**config.mk**
```make
export PLATFORM = sky130hd
export DESIGN_NAME = ras_refresh_ctrl
export DESIGN_NICKNAME = d
export VERILOG_FILES = /design/src/rtl/refresh_pkg.sv /design/src/rtl/refresh_dp.sv /design/src/rtl/refresh_ctl.sv /design/src/rtl/ras_refresh_ctrl.sv
export SDC_FILE = /design/constraint.sdc
export NUM_CORES = 1
export LEC_CHECK = 0
export BUFFER_PORTS_ARGS = -buffer_cell sky130_fd_sc_hd__buf_2
export CAP_MARGIN = 5
export CORE_MARGIN = 8
export CORE_UTILIZATION = 54
export CTS_CLUSTER_DIAMETER = 30
export DETAILED_ROUTE_END_ITERATION = 12
export HOLD_SLACK_MARGIN = 0.1
export PLACE_DENSITY = 0.77
export RECOVER_POWER = 50
export SYNTH_ARGS = -nofsm -noshare
export SYNTH_HDL_FRONTEND = slang
export SYNTH_SLANG_ARGS = --single-unit
```
**constraint.sdc**
```tcl
create_clock -name clk -period 2.5 [get_ports clk]
set_input_delay 0.25 -clock clk [delete_from_list [all_inputs] [get_ports clk]]
set_output_delay 0.25 -clock clk [all_outputs]
set_load 0.01 [all_outputs]
```
**src/rtl/refresh_pkg.sv**
```systemverilog
package refresh_pkg;

  typedef enum logic [1:0] {
    ST_IDLE  = 2'd0,
    ST_REQ   = 2'd1,
    ST_SETUP = 2'd2,
    ST_RAS   = 2'd3
  } refState_t;

  // Strobes from the sequencer to the datapath
  typedef struct packed {
    logic acceptReq;   // grant taken, clear the pending flag
    logic loadRasCnt;  // start timing the strobe width
    logic advanceRow;  // strobe finished, step the row
  } ctlStrobes_t;

  // Status from the datapath back to the sequencer
  typedef struct packed {
    logic pending;     // a refresh is waiting
    logic rasLast;     // last cycle of the strobe width
  } dpStatus_t;

endpackage

```
**src/rtl/refresh_dp.sv**
```systemverilog
module refresh_dp
  import refresh_pkg::*;
#(
  parameter int INTERVAL_CYCLES = 750,
  parameter int RAS_CYCLES      = 10,
  parameter int ROW_BITS        = 8
) (
  input  logic                clk,
  input  logic                rstN,
  input  ctlStrobes_t         strobes,
  output dpStatus_t           status,
  output logic [ROW_BITS-1:0] rowAddr,
  output logic                passDone
);

  localparam int IW = (INTERVAL_CYCLES > 1) ? $clog2(INTERVAL_CYCLES) : 1;
  localparam int RW = (RAS_CYCLES > 1) ? $clog2(RAS_CYCLES) : 1;
  localparam logic [IW-1:0] INT_LAST = IW'(INTERVAL_CYCLES - 1);
  localparam logic [RW-1:0] RAS_LOAD = RW'(RAS_CYCLES - 1);
  localparam logic [ROW_BITS-1:0] ROW_MAX = '1;

  logic [IW-1:0] intervalCnt;
  logic          periodTick;
  logic          pendingQ;
  logic [RW-1:0] rasCnt;
  logic [ROW_BITS-1:0] rowQ;
  logic          passQ;

  // Free-running period timer: it never waits for the bus
  assign periodTick = (intervalCnt == INT_LAST);

  always_ff @(posedge clk) begin
    if (!rstN) begin
      intervalCnt <= '0;
    end else if (periodTick) begin
      intervalCnt <= '0;
    end else begin
      intervalCnt <= intervalCnt + 1'b1;
    end
  end

  // Single pending flag; a new tick wins over a same-cycle accept
  always_ff @(posedge clk) begin
    if (!rstN) begin
      pendingQ <= 1'b0;
    end else if (periodTick) begin
      pendingQ <= 1'b1;
    end else if (strobes.acceptReq) begin
      pendingQ <= 1'b0;
    end
  end

  // Strobe width down-counter
  always_ff @(posedge clk) begin
    if (!rstN) begin
      rasCnt <= '0;
    end else if (strobes.loadRasCnt) begin
      rasCnt <= RAS_LOAD;
    end else if (rasCnt != '0) begin
      rasCnt <= rasCnt - 1'b1;
    end
  end

  // Row counter and end-of-pass pulse
  always_ff @(posedge clk) begin
    if (!rstN) begin
      rowQ  <= '0;
      passQ <= 1'b0;
    end else begin
      passQ <= strobes.advanceRow && (rowQ == ROW_MAX);
      if (strobes.advanceRow) begin
        rowQ <= rowQ + 1'b1;
      end
    end
  end

  assign status.pending = pendingQ;
  assign status.rasLast = (rasCnt == '0);
  assign rowAddr        = rowQ;
  assign passDone       = passQ;

  AST_TICK_SETS_PENDING: assert property (@(posedge clk) disable iff (!rstN)
    periodTick |=> pendingQ);
  AST_PENDING_KEPT: assert property (@(posedge clk) disable iff (!rstN)
    (pendingQ && !strobes.acceptReq) |=> pendingQ);
  AST_ROW_STEP: assert property (@(posedge clk) disable iff (!rstN)
    strobes.advanceRow |=> (rowQ == $past(rowQ) + 1'b1));
  AST_ROW_HOLD: assert property (@(posedge clk) disable iff (!rstN)
    !strobes.advanceRow |=> $stable(rowQ));
  AST_PASS_SINGLE: assert property (@(posedge clk) disable iff (!rstN)
    passQ |=> !passQ);

endmodule

```
**src/rtl/refresh_ctl.sv**
```systemverilog
module refresh_ctl
  import refresh_pkg::*;
(
  input  logic        clk,
  input  logic        rstN,
  input  logic        busGrant,
  input  dpStatus_t   status,
  output ctlStrobes_t strobes,
  output logic        busReq,
  output logic        addrOe,
  output logic        rasActive
);

  refState_t state, nextState;

  always_ff @(posedge clk) begin
    if (!rstN) begin
      state <= ST_IDLE;
    end else begin
      state <= nextState;
    end
  end

  always_comb begin
    nextState = state;
    strobes   = '0;
    unique case (state)
      ST_IDLE: begin
        if (status.pending) nextState = ST_REQ;
      end
      ST_REQ: begin
        if (busGrant) begin
          strobes.acceptReq = 1'b1;
          nextState = ST_SETUP;
        end
      end
      ST_SETUP: begin
        strobes.loadRasCnt = 1'b1;
        nextState = ST_RAS;
      end
      ST_RAS: begin
        if (status.rasLast) begin
          strobes.advanceRow = 1'b1;
          nextState = ST_IDLE;
        end
      end
      default: nextState = ST_IDLE;
    endcase
  end

  assign busReq    = (state != ST_IDLE);
  assign addrOe    = (state == ST_SETUP) || (state == ST_RAS);
  assign rasActive = (state == ST_RAS);

  AST_REQ_HELD: assert property (@(posedge clk) disable iff (!rstN)
    (busReq && !addrOe && !busGrant) |=> (busReq && !rasActive));
  AST_SETUP_CYCLE: assert property (@(posedge clk) disable iff (!rstN)
    $rose(addrOe) |-> !rasActive);
  AST_OE_COVERS_RAS: assert property (@(posedge clk) disable iff (!rstN)
    rasActive |-> addrOe);
  AST_RELEASE: assert property (@(posedge clk) disable iff (!rstN)
    $fell(rasActive) |-> (!addrOe && !busReq));

endmodule

```
**src/rtl/ras_refresh_ctrl.sv**
```systemverilog
module ras_refresh_ctrl
  import refresh_pkg::*;
#(
  parameter int CLK_PERIOD_NS     = 20,
  parameter int REFRESH_PERIOD_NS = 15000,
  parameter int RAS_WIDTH_NS      = 200,
  parameter int ROW_BITS          = 8,
  parameter int NUM_BANKS         = 4
) (
  input  logic                 clk,
  input  logic                 rstN,
  input  logic                 busGrant,
  output logic                 busReq,
  output logic [ROW_BITS-1:0]  addrOut,
  output logic                 addrOe,
  output logic [NUM_BANKS-1:0] rasN,
  output logic [NUM_BANKS-1:0] casN,
  output logic                 weN,
  output logic                 passDone
);

  localparam int INTERVAL_CYCLES = REFRESH_PERIOD_NS / CLK_PERIOD_NS;
  localparam int RAS_CYCLES = (RAS_WIDTH_NS + CLK_PERIOD_NS - 1) / CLK_PERIOD_NS;

  ctlStrobes_t strobes;
  dpStatus_t   status;
  logic [ROW_BITS-1:0] rowAddr;
  logic rasActive;

  refresh_ctl u_ctl (
    .clk       (clk),
    .rstN      (rstN),
    .busGrant  (busGrant),
    .status    (status),
    .strobes   (strobes),
    .busReq    (busReq),
    .addrOe    (addrOe),
    .rasActive (rasActive)
  );

  refresh_dp #(
    .INTERVAL_CYCLES (INTERVAL_CYCLES),
    .RAS_CYCLES      (RAS_CYCLES),
    .ROW_BITS        (ROW_BITS)
  ) u_dp (
    .clk      (clk),
    .rstN     (rstN),
    .strobes  (strobes),
    .status   (status),
    .rowAddr  (rowAddr),
    .passDone (passDone)
  );

  assign addrOut = addrOe ? rowAddr : '0;
  assign weN     = 1'b1;

  // One row strobe per bank, all from the same source; column strobes idle
  for (genvar b = 0; b < NUM_BANKS; b++) begin : g_bank
    assign rasN[b] = ~rasActive;
    assign casN[b] = 1'b1;
  end

  AST_BANKS_TOGETHER: assert property (@(posedge clk) disable iff (!rstN)
    (rasN == '0) || (rasN == '1));
  AST_CAS_IDLE: assert property (@(posedge clk) disable iff (!rstN)
    (casN == '1) && weN);
  AST_NO_RAS_UNDRIVEN: assert property (@(posedge clk) disable iff (!rstN)
    (rasN == '0) |-> addrOe);

endmodule

```
* Word level (Yosys, flattened, before mapping)
Index checks and enable logic that the tools add are counted.
Word-level totals: bits of input ports 3, logic and storage cells 45, register bits 26, output and inout port bits 20
Cells by class: bitwise logic cells 2, $add $sub $neg 3, equality and inequality tests 8, multiplexer cells 14, reductions and logical operators 11
Operators by type and width (count):
- $add 10x1->10 const B | 1
- $eq 10x10->1 const B | 1
- $add 8x1->8 const B | 1
- $eq 8x8->1 const B | 1
- $mux 4 | 2
- $mux 8 | 1
- $pmux 2 s4 | 1
- $mux 1 | 7
- $mux 2 | 3
- $reduce_bool 2->1 | 3
- $eq 2x2->1 const B | 2
- $logic_not 4->1 | 1
- $ne 2x2->1 const B | 2
- $reduce_bool 4->1 | 1
- $reduce_or 2->1 | 2
- $sub 4x1->4 const B | 1
- $reduce_and 3->1 | 1
- $eq 2x1->1 const B | 1
- $logic_not 2->1 | 1
- $ne 2x1->1 const B | 1
- $not 1->1 | 2
- $logic_and 1x1->1 | 1
- $logic_or 1x1->1 | 1

* Logic depth before layout (Yosys ltp)
depth after elaboration 4, depth in mapped cells 7, gate-level depth less buffers 6

* Hierarchy
Synthesis repeated with hierarchy kept, for this count alone.
Second synthesis, totals: cell total of the unflattened synthesis 158, area total of the unflattened synthesis 1396.3 um2
By module, submodules not included:
- refresh_dp | seq. area each 480.5 um2, instances 1, area an instance 1088.5 um2, cells each 117
- refresh_ctl | seq. area each 40.0 um2, instances 1, area an instance 190.2 um2, cells each 23
- ras_refresh_ctrl | seq. area each 0.0 um2, instances 1, area an instance 117.6 um2, cells each 18

* Least setup slack after synthesis
OpenSTA, ideal clock, no wires.
path type reg-to-reg, start point register u_dp.rasCnt[0], end point register u_ctl.state[1], library setup time 0.087 ns, cell stages (with the launch flop) 8, period minus slack after synthesis 1.737 ns, arrival time 1.650 ns, slack 0.763 ns, required time 2.413 ns, path buffers 1, cells stage by stage dfxtp_1 inv_1 ha_1 or3b_1 buf_2 a222oi_1 nand3_1 o31ai_1
Between the ends: word-level cells in the longest chain between the ends 3
RTL lines:
- from (decl) | line refresh_dp.sv:25 | logic [RW-1:0] rasCnt;
- from (signal assigned) | line refresh_dp.sv:60 | rasCnt <= rasCnt - 1'b1;
- $logic_not 4->1 | line refresh_dp.sv:78 | assign status.rasLast = (rasCnt == '0);
- $ne 2x2->1 (no line)
- $reduce_and 3->1 (no line)
- to (signal assigned) | line refresh_ctl.sv:20 | state <= nextState;
- to (decl) | line refresh_ctl.sv:14 | refState_t state, nextState;
Every way passes these cells. A chain may end at the register's enable or synchronous reset.

* Worst setup path after layout
start point register u_ctl.state[0], end point output port addrOut[7]
Between the ends: word-level cells in the longest chain between the ends 3, elaborated cells between the ends (all ways) 4, classes of those cells eq/ne: 2; mux: 1; reduce/logical: 1
RTL lines:
- $eq 2x2->1 | line refresh_ctl.sv:52 | assign addrOe = (state == ST_SETUP) || (state == ST_RAS);
- $logic_or 1x1->1 (*) | line refresh_ctl.sv:52
- $mux 8 (*) | line ras_refresh_ctrl.sv:54 | assign addrOut = addrOe ? rowAddr : '0;
- to (decl) | line ras_refresh_ctrl.sv:14 | output logic [ROW_BITS-1:0] addrOut,
Mark *: on every way between the ends. The rest lies on a longest branch, timed or not.

==> run_results.csv <==
group,metric,value,unit
hold_path,min_delay_path_depth,2,
placement,dp_cells,195,
critical_path,worstRegToRegCells,6,
routing,firstDrtPassIters,4,
global_routing,grt_pass1_vias,1007,
synth,synth_mux_area_share,0.754,%
synth,synth-xor-area-share,7.92,%
synth,synth.largest_area_cell,"dfxtp_1",
global_routing,track_usage,11.8,%
timing,hold_viol_final,0,
critical_path,arrival,1.83,ns
global_routing,grt_max_degree,18,
timing,final.setup.worst_slack,0.424,ns
synth,synth_seq_cells,26,
layout,fin_nets,183,
clocking,cts_sinks,26,
critical_path,cp-startpoint,"u_ctl.state[0]",
placement,dp_hpwl,1.95,mm
clocking,cts_buffers,3,
critical_path,rrSetupSlack,0.60,ns
timing,setup_viol,0,
pwr,power.density,698,nW/um2
routing,wire_per_inst,12.9,um
placement,place_congestion,0.841,
clocking,cts_tree,"built",
critical_path,cp_max_fo,9,
floorplanning,fp.coreArea,2410,um2
floorplanning,start_util,55.1,%
global_routing,grt-ovfl-total,0,
hold_path,holdPathEnd,"u_dp.pendingQ",
layout,antenna_cells,0,
placement,io_buffers,17,
clocking,clk_latency,0.32,ns
synth,syn_area_per_cell,8.56,um2
pwr,peakVddDrop,0.000511,V
critical_path,crit_type,"reg2out",
layout,final-instance-count-excl-fill,199,
timing,rsz0062_at_grt,"false",
critical_path,path_cells,"inv_1 -> ha_1 -> nor2_1 -> nor2b_1 -> buf_2",
critical_path,r2r_end,"u_ctl.state[1]",
critical_path,worst_ep_required_time,2.25,ns
synth,synth-seq-area-share,39.2,%
synth,synth_top_area_share,39.2,%
critical_path,worstReg2RegStart,"u_dp.rasCnt[0]",
synth,synth_compound_area_share,9.33,%
synth,synthMostInstantiatedCell,"dfxtp_1",
floorplanning,fp.dieH,65.6,um
hold_path,min_from,"rstN",
timing,slew_headroom,54.5,%
timing,fin_crit_sh,83.0,%
floorplanning,die-area,4300,um2
synth,synth_fa_ha_area_share,9.43,%
synth,synth_area_leaders,"dfxtp_1 (39%), ha_1 (9.4%), xor2_1 (5.9%)",
hold_path,min_path_type,"in2reg",
timing,timing.fmax,482,MHz
timing,setup-tns-final,0,ns
clocking,clk_path_buf_depth,2,
synth,synth_edf_count,0,
pwr,leakage,0.590,nW
synth,syn_area,1330,um2
routing,wirelength,2.56,mm
critical_path,crit_path_start_kind,"flip-flop",
global_routing,grt_antenna_before_repair,0,
timing,fin_worst_skew,0.00809,ns
clocking,cts.htree.levels,1,
floorplanning,io_pins,23,
clocking,clk_pin_slew_worst_paths,0.14,ns
floorplanning,dieWidth,65.6,um
synth,synth_top_family_by_area,"simple AND/OR/NAND/NOR gates",
layout,final_layout_size_suffix_gt1_share,9.47,%
floorplanning,rows,18,
timing,tightestPinTransition,0.676,ns
synth,synth_cell_types,35,
run,cap_violations,0,
routing,drt_drc_violations_left,0,
critical_path,slowest_delay,0.47,ns
synth,synth_common_cells,"dfxtp_1 (26), nor2_1 (18), inv_1 (14), ha_1 (10)",
synth,synth_ff_type,"dfxtp_1",
clocking,cts_resized,0,
routing,via_count,1029,
synth,syn-instance-count,155,
timing,slew_viol_final,0,
placement,pre_cts_slack,0.618,ns
clocking,post_cts_buffers,0,
synth,async_flop_share,0,%
layout,syn2layout_area_growth,6.97,%
critical_path,cp_slowest_cell,"nor2_1",
routing,avgViaCountPerCell,5.17,
critical_path,critPathCaptureType,"primary output",
clocking,clockRootBuffer,"clkbuf_4",
synth,ys_warn_count,0,
layout,post-route-util,58.9,%
timing,period_minus_slack,2.08,ns
run_status,status,"finished clean",
synth,yosys.area_share.simple,23.6,%
routing,drt_iter0_drc,20,
global_routing,grt_pass1_wl,4.09,mm
clocking,hold_buffers,0,
routing,postRouteAntennaNets,0,
## cells by family (layout without fill, tap and decap cells)
group,Yosys count,after routing
buf+inv,25,35
fa+ha+maj,10,10
compound gates,20,20
simple gates,60,60
mux,1,1
xor+xnor,12,12
other cells,1,5
flops,26,26
## worst max-delay path: cells and delay by family, from the launching register on
kind / cells / cell delay, ns
AND/OR/NAND/NOR: 2 / 0.57
flip-flops: 1 / 0.41
adder cells (fa/ha/maj): 1 / 0.27
buffers and inverters: 2 / 0.26
## state kept, by name, summed over array words and instances, names as in the netlist
| name | flops |
|---|---|
| u_ctl.state | 2 |
| u_dp.intervalCnt | 10 |
| u_dp.rowAddr | 8 |
| u_dp.pendingQ | 1 |
| u_dp.passDone | 1 |
| u_dp.rasCnt | 4 |
## final cells by class
type                            instances  area (um2)
Clock buffer                            4        36.3
Sequential cell                        26         520
Timing Repair Buffer                   17        77.6
Tap cell                               30        37.5
Fill cell                             216         990
Multi-Input combinational cell        108         696
Inverter                               14        52.6
## how the worst max path moves through the flow
stage | end | slack [ns] | depth (start not counted)
floorplan | u_ctl.state[1] | 0.76 | 7
global placement | u_ctl.state[1] | 0.72 | 6
detailed placement | u_ctl.state[1] | 0.62 | 6
CTS | addrOe | 0.39 | 5
global route | addrOe | 0.25 | 5
finish | addrOut[7] | 0.42 | 5
## stage by stage
step                hold slack, ns  area [um2]  power, mW
floorplan                    0.368        1340      0.733
global placement             0.462        1390      0.761
detailed placement           0.460        1390      0.789
CTS                          0.206        1430      0.998
global route                 0.193        1420       1.05
finish                       0.217        1420      0.992
## layer usage
metal	wire length (um)	up-vias	global-route usage [%]
li1	-	530	-
met1	1070	479	12.1
met2	1330	18	22.0
met3	136	2	2.38
met4	19	0	6.27
met5	0	-	0
## placed cells by master, fill, tap and decap left out, types with 3 or more instances in the layout
cell and instances:
buf_2 11, clkbuf_4 3, o21ai_0 3, xnor2_1 3
nand2_1 9, nand4_1 5, nor2b_1 8, clkbuf_1 6
inv_1 14, nor2_1 18, dfxtp_1 26, a21oi_1 7
ha_1 10, nand3_1 5, nor3_1 3, xor2_1 9
conb_1 5
## report_power, final
| group | switching, mW | internal [mW] | total, mW |
|---|---|---|---|
| combinational | 0.156 | 0.117 | 0.273 |
| sequential | 0.0429 | 0.462 | 0.505 |
| clock | 0.125 | 0.0890 | 0.214 |
No activity file was read; power rests on OpenSTA's default activity.
